File: src/rtl/stk_pkg.sv
package stk_pkg;

  typedef enum logic [1:0] {
    OP_IDLE   = 2'd0,
    OP_PUSH   = 2'd1,
    OP_POP    = 2'd2,
    OP_REJECT = 2'd3
  } stk_op_e;

  // Pointer arithmetic modulo the depth, one step up or down.
  function automatic int unsigned ptr_step(input int unsigned p, input bit up,
                                           input int unsigned depth);
    if (up) return (p + 1) % depth;
    return (p + depth - 1) % depth;
  endfunction

  // Decide what a request does given the present flags.
  function automatic stk_op_e classify(input logic push, input logic pop,
                                       input logic full, input logic empty);
    if (push && pop) return OP_REJECT;
    if (push)        return full ? OP_REJECT : OP_PUSH;
    if (pop)         return empty ? OP_REJECT : OP_POP;
    return OP_IDLE;
  endfunction

endpackage

File: src/rtl/stk_ctrl.sv
module stk_ctrl
  import stk_pkg::*;
(
  input  logic    clk,
  input  logic    rst_n,
  input  logic    push_req,
  input  logic    pop_req,
  input  logic    full,
  input  logic    empty,
  output stk_op_e op,
  output logic    err
);

  assign op = classify(push_req, pop_req, full, empty);

  always_ff @(posedge clk or negedge rst_n) begin
    if (!rst_n) err <= 1'b0;
    else        err <= (op == OP_REJECT);
  end

endmodule

File: src/rtl/stk_ptr.sv
module stk_ptr
  import stk_pkg::*;
#(
  parameter int DEPTH = 64,
  localparam int AW = $clog2(DEPTH)
) (
  input  logic          clk,
  input  logic          rst_n,
  input  stk_op_e       op,
  output logic [AW-1:0] sp,
  output logic [AW-1:0] sp_up,
  output logic          full,
  output logic          empty
);

  logic [AW-1:0] sp_dn;

  assign sp_up = AW'(ptr_step(32'(sp), 1'b1, DEPTH));
  assign sp_dn = AW'(ptr_step(32'(sp), 1'b0, DEPTH));

  always_ff @(posedge clk or negedge rst_n) begin
    if (!rst_n) begin
      sp    <= '0;
      full  <= 1'b0;
      empty <= 1'b1;
    end else begin
      case (op)
        OP_PUSH: begin
          sp    <= sp_up;
          empty <= 1'b0;
          if (sp_up == '0) full <= 1'b1;
        end
        OP_POP: begin
          sp   <= sp_dn;
          full <= 1'b0;
          if (sp_dn == '0) empty <= 1'b1;
        end
        default: ;
      endcase
    end
  end

endmodule

File: src/rtl/stk_regfile.sv
module stk_regfile #(
  parameter int DEPTH = 64,
  parameter int W     = 8,
  localparam int AW   = $clog2(DEPTH)
) (
  input  logic          clk,
  input  logic          rst_n,
  input  logic          we,
  input  logic [AW-1:0] waddr,
  input  logic [W-1:0]  wdata,
  input  logic          re,
  input  logic [AW-1:0] raddr,
  output logic [W-1:0]  rdata
);

  logic [W-1:0] ent [DEPTH];

  for (genvar i = 0; i < DEPTH; i++) begin : g_ent
    always_ff @(posedge clk or negedge rst_n) begin
      if (!rst_n)                        ent[i] <= '0;
      else if (we && waddr == AW'(i))    ent[i] <= wdata;
    end
  end

  always_ff @(posedge clk or negedge rst_n) begin
    if (!rst_n)  rdata <= '0;
    else if (re) rdata <= ent[raddr];
  end

endmodule

File: src/rtl/reg_stack.sv
module reg_stack
  import stk_pkg::*;
#(
  parameter int DEPTH = 64,
  parameter int W     = 8,
  localparam int AW   = $clog2(DEPTH)
) (
  input  logic          clk,
  input  logic          rst_n,
  input  logic          push_i,
  input  logic          pop_i,
  input  logic [W-1:0]  wdata_i,
  output logic [W-1:0]  rdata_o,
  output logic          full_o,
  output logic          empty_o,
  output logic          err_o,
  output logic [AW-1:0] sp_o
);

  stk_op_e       op;
  logic [AW-1:0] sp_up;
  logic          ev_push;
  logic          ev_pop;

  assign ev_push = (op == OP_PUSH);
  assign ev_pop  = (op == OP_POP);

  stk_ctrl u_ctrl (
    .clk      (clk),
    .rst_n    (rst_n),
    .push_req (push_i),
    .pop_req  (pop_i),
    .full     (full_o),
    .empty    (empty_o),
    .op       (op),
    .err      (err_o)
  );

  stk_ptr #(.DEPTH(DEPTH)) u_ptr (
    .clk   (clk),
    .rst_n (rst_n),
    .op    (op),
    .sp    (sp_o),
    .sp_up (sp_up),
    .full  (full_o),
    .empty (empty_o)
  );

  stk_regfile #(.DEPTH(DEPTH), .W(W)) u_rf (
    .clk   (clk),
    .rst_n (rst_n),
    .we    (ev_push),
    .waddr (sp_up),
    .wdata (wdata_i),
    .re    (ev_pop),
    .raddr (sp_o),
    .rdata (rdata_o)
  );

endmodule

File: config.mk
export PLATFORM = sky130hd
export DESIGN_NAME = reg_stack
export DESIGN_NICKNAME = d
export VERILOG_FILES = /design/src/rtl/stk_pkg.sv /design/src/rtl/stk_ctrl.sv /design/src/rtl/stk_ptr.sv /design/src/rtl/stk_regfile.sv /design/src/rtl/reg_stack.sv
export SDC_FILE = /design/constraint.sdc
export NUM_CORES = 1
export LEC_CHECK = 0
export ABC_AREA = 1
export BUFFER_PORTS_ARGS = -buffer_cell sky130_fd_sc_hd__buf_4
export CORE_UTILIZATION = 45
export CTS_CLUSTER_DIAMETER = 80
export CTS_CLUSTER_SIZE = 24
export DETAILED_ROUTE_END_ITERATION = 10
export PLACE_DENSITY_LB_ADDON = 0.12
export REMOVE_ABC_BUFFERS = 1
export SYNTH_ARGS = -nofsm -noshare
export SYNTH_HDL_FRONTEND = slang
export SYNTH_SLANG_ARGS = --single-unit
export TNS_END_PERCENT = 30
File: constraint.sdc
create_clock -name clk -period 2.68 [get_ports clk]
set_input_delay 0.804 -clock clk [delete_from_list [all_inputs] [get_ports clk]]
set_output_delay 0.804 -clock clk [all_outputs]
set_load 0.02 [all_outputs]
==> summary.txt <==
Logic synthesis
  – YS warnings: 0
  – Synth cell types: 28
  – Synth top area cells: dfrtp_1, nand2_1, o21ai_0, inv_1, nand3_1
  – Seq/Total Area, Yosys: 51.43%
  – Mapped Cells: 3,371
  – Mapped Area: 25,740 µm²
  – Synth top area share: 51.33%
  – Biggest area consumer among synthesized cells: dfrtp_1
  – Synth Register Bits: 529
  – Mean Syn Cell Area: 7.636 µm²

Critical path
  – CP required: 1880 ps
  – FF-to-FF path depth: 9
  – CP startpoint: u_ptr.sp[0]$_DFFE_PN0P_
  – Critical path class: register to output port
  – Crit path DAT: 1860 ps
  – Crit path launch type: register
  – R2r startpoint: u_ptr.sp[0]$_DFFE_PN0P_
  – Crit path capture type: output port
  – Crit-path max FO: 126

Die
  – Die area: 58,160 µm²
  – Die Y: 241.2 µm
  – Io pins: 29
  – Row count: 87
  – DIE WIDTH: 241.2 µm
  – Core Region: 56,500 µm²
  – Starting density of the core: 45.56%

CTS
  – Max clock buf depth: 3
  – Root buf cell: clkbuf_16
  – Cts bufs inserted: 31
  – Worst-skew pair later-pin latency: 630 ps
  – H-tree depth: 1
  – Reg clk slew, reported paths: 80 ps
  – Hold Buf Count CTS: 0
  – CTS tree: yes
  – # clock sinks: 529

STA
  – Max Slew Vio Count: 0
  – Tmin final: 2661 ps
  – Post-route clock skew: 22.23 ps
  – Maximum clock rate: 0.3759 GHz
  – Worst slew pin tran: 639.8 ps
  – Slew margin rel.: 57.19%
  – Fin. Hold Viols: 0
  – RSZ-0062 raised after global routing: true
  – Final setup viols: 0
  – Period utilization: 99.27%

Power and ir drop
  – Leakage: 13.84 nW
  – Final total power: 0.03198 W
  – Worst vdd ir: 616.5 µV
  – Pwr Density: 1105 nW/µm²

Route
  – Routed wire length: 80,780 µm
  – # DRC: 0
  – Vias: 22,200
  – Via density per instance: 5.365
  – WL/cell: 19.52 µm
  – Final ANT Viol Nets: 0
  – Initial DRC Count: 2,137
  – DRT Pass-1 Iters: 5

Final layout
  – Syn-to-layout area delta: 12.42%
  – Share of layout cells above drive strength 1: 9.403%
  – Post-Route Utilization: 51.22%
  – Final Instance Area: 28,940 µm²
  – NumNets Final: 3,381
  – Ant. Diodes: 0

Global route
  – Initial antenna violation count: 0
  – Largest net degree at the start of global routing: 127
  – Total GRT Usage: 28.35%
  – Grt total ovfl: 0
  – Vias in the first global route: 20,921
  – Global-route wire length before repair: 125,500 µm

Placement
  – Hpwl dp: 53,140 µm
  – PortBufs: 28
  – RD Place Congestion: 0.9571
  – Placement Cell Area: 27,890 µm²

Job
  – Max_cap viols: 0

Run status
  – Status: finished clean

Hold path
  – Hold crit path type: input port to async pin
-- layer usage --
layer  vias up  routed length (µm)  GRT usage (%)
met3       122                5012          3.340
li1      10546                   -              -
met4         0                2704          9.590
met5         -                   0              0
met2       731               36400          43.64
met1     10801               36660          41.41
-- metrics by stage --
step           worst slack, ps  hold slack [ps]  cells  setup TNS, ps
6_report                 19.46            80.13   4138              0
5_1_grt                 -41.09            76.67   4138         -41.09
4_1_cts                 0.7720            70.06   4138              0
3_5_place_dp            -14.88            467.5   4082         -14.88
3_3_place_gp             6.908            460.8   4082              0
2_1_floorplan            -8930            447.8   3143       -3599720
-- path summary, 6_finish.rpt --
kind                                              to  slack [ps]
hold / removal              u_rf.ent[25]$_DFFE_PN0P_          80
setup reg to reg           u_rf.ent[253]$_DFFE_PN0P_         130
hold reg to reg            u_rf.ent[476]$_DFFE_PN0P_         490
min in group clk           u_rf.ent[476]$_DFFE_PN0P_         490
setup / recovery                             sp_o[0]          20
max in group asynchronous  u_rf.ent[243]$_DFFE_PN0P_        1740
-- repair_timing --
action                                  CTS  global route
gates cloned                              0             0
resized for setup                         4             2
setup buffers                             0             0
pin swaps                                 0             0
endpoints found under the setup margin    2             2
-- where the power goes --
group | switching (W) | internal [W] | total (W)
Sequential | 0.00130 | 0.0110 | 0.0123
Combinational | 0.00975 | 0.00453 | 0.0143
Clock | 0.00299 | 0.00242 | 0.00541
-- critical path, stage by stage (launching register included) --
cell     delay, ps
dfrtp_4        570
buf_16         420
buf_8          180
-- layout by cell type, fill, tap and decap left out, types with 2 or more instances in the layout --
master,count
nand2_4,2
inv_8,3
o21ai_0,440
buf_12,59
nand2_2,2
nand4_1,5
ha_1,10
o21ai_1,24
inv_2,6
nand2_1,974
dfrtp_1,524
xor2_1,4
clkbuf_16,31
dfrtp_4,3
clkinv_1,5
xor2_2,3
buf_8,2
clkbuf_1,5
nand3_1,255
inv_6,5
clkinv_8,4
nor2_1,160
a21oi_1,161
bufinv_16,2
o22ai_1,2
inv_1,420
o211ai_1,73
clkinv_2,6
nor2_2,60
nor2_4,3
buf_4,120
-- synthesized netlist by cell type --
cell,count
o21ai_1,24
clkbuf_1,149
nand4_2,1
nor3_1,1
nor2_1,160
ha_1,10
dfstp_2,1
o22ai_1,2
buf_2,59
dfrtp_1,528
clkinv_1,6
nor2_2,60
nand2_2,2
inv_1,422
xnor2_1,1
a21oi_1,161
nand2_4,2
buf_4,4
xor2_1,4
buf_1,16
nand4_1,5
inv_2,5
nand3_1,255
nand2_1,974
o21ai_0,440
nor2_4,3
o211ai_1,73
xor2_2,3
-- registers in the layout (all words and copies together), names as in the netlist --
register and count:
u_rf.ent 512, u_rf.rdata 8, u_ptr.sp 6, u_ctrl.err 1, u_ptr.empty 1, u_ptr.full 1
-- kinds of logic after synthesis --
| logic type | Yosys count | share of synthesized area, % |
|---|---|---|
| AND/OR/NAND/NOR | 1463 | 23.41 |
| adder cells (fa/ha/maj) | 10 | 0.4861 |
| XOR/XNOR | 8 | 0.3597 |
| AO/OA/AOI/OAI | 700 | 14.33 |
| flip-flops | 529 | 51.43 |
| buffers and inverters | 661 | 9.984 |
-- cell type report --
type | instances | area (µm²)
clock inverter | 20 | 235.2
fill | 5414 | 27560
multi-input combinational | 2181 | 9932
clock buffer | 36 | 794.5
sequential | 529 | 13250
timing repair buffer | 183 | 2151
inverter | 433 | 1629
tap | 756 | 945.9
Note: power is estimated with default switching activity, not from simulation.
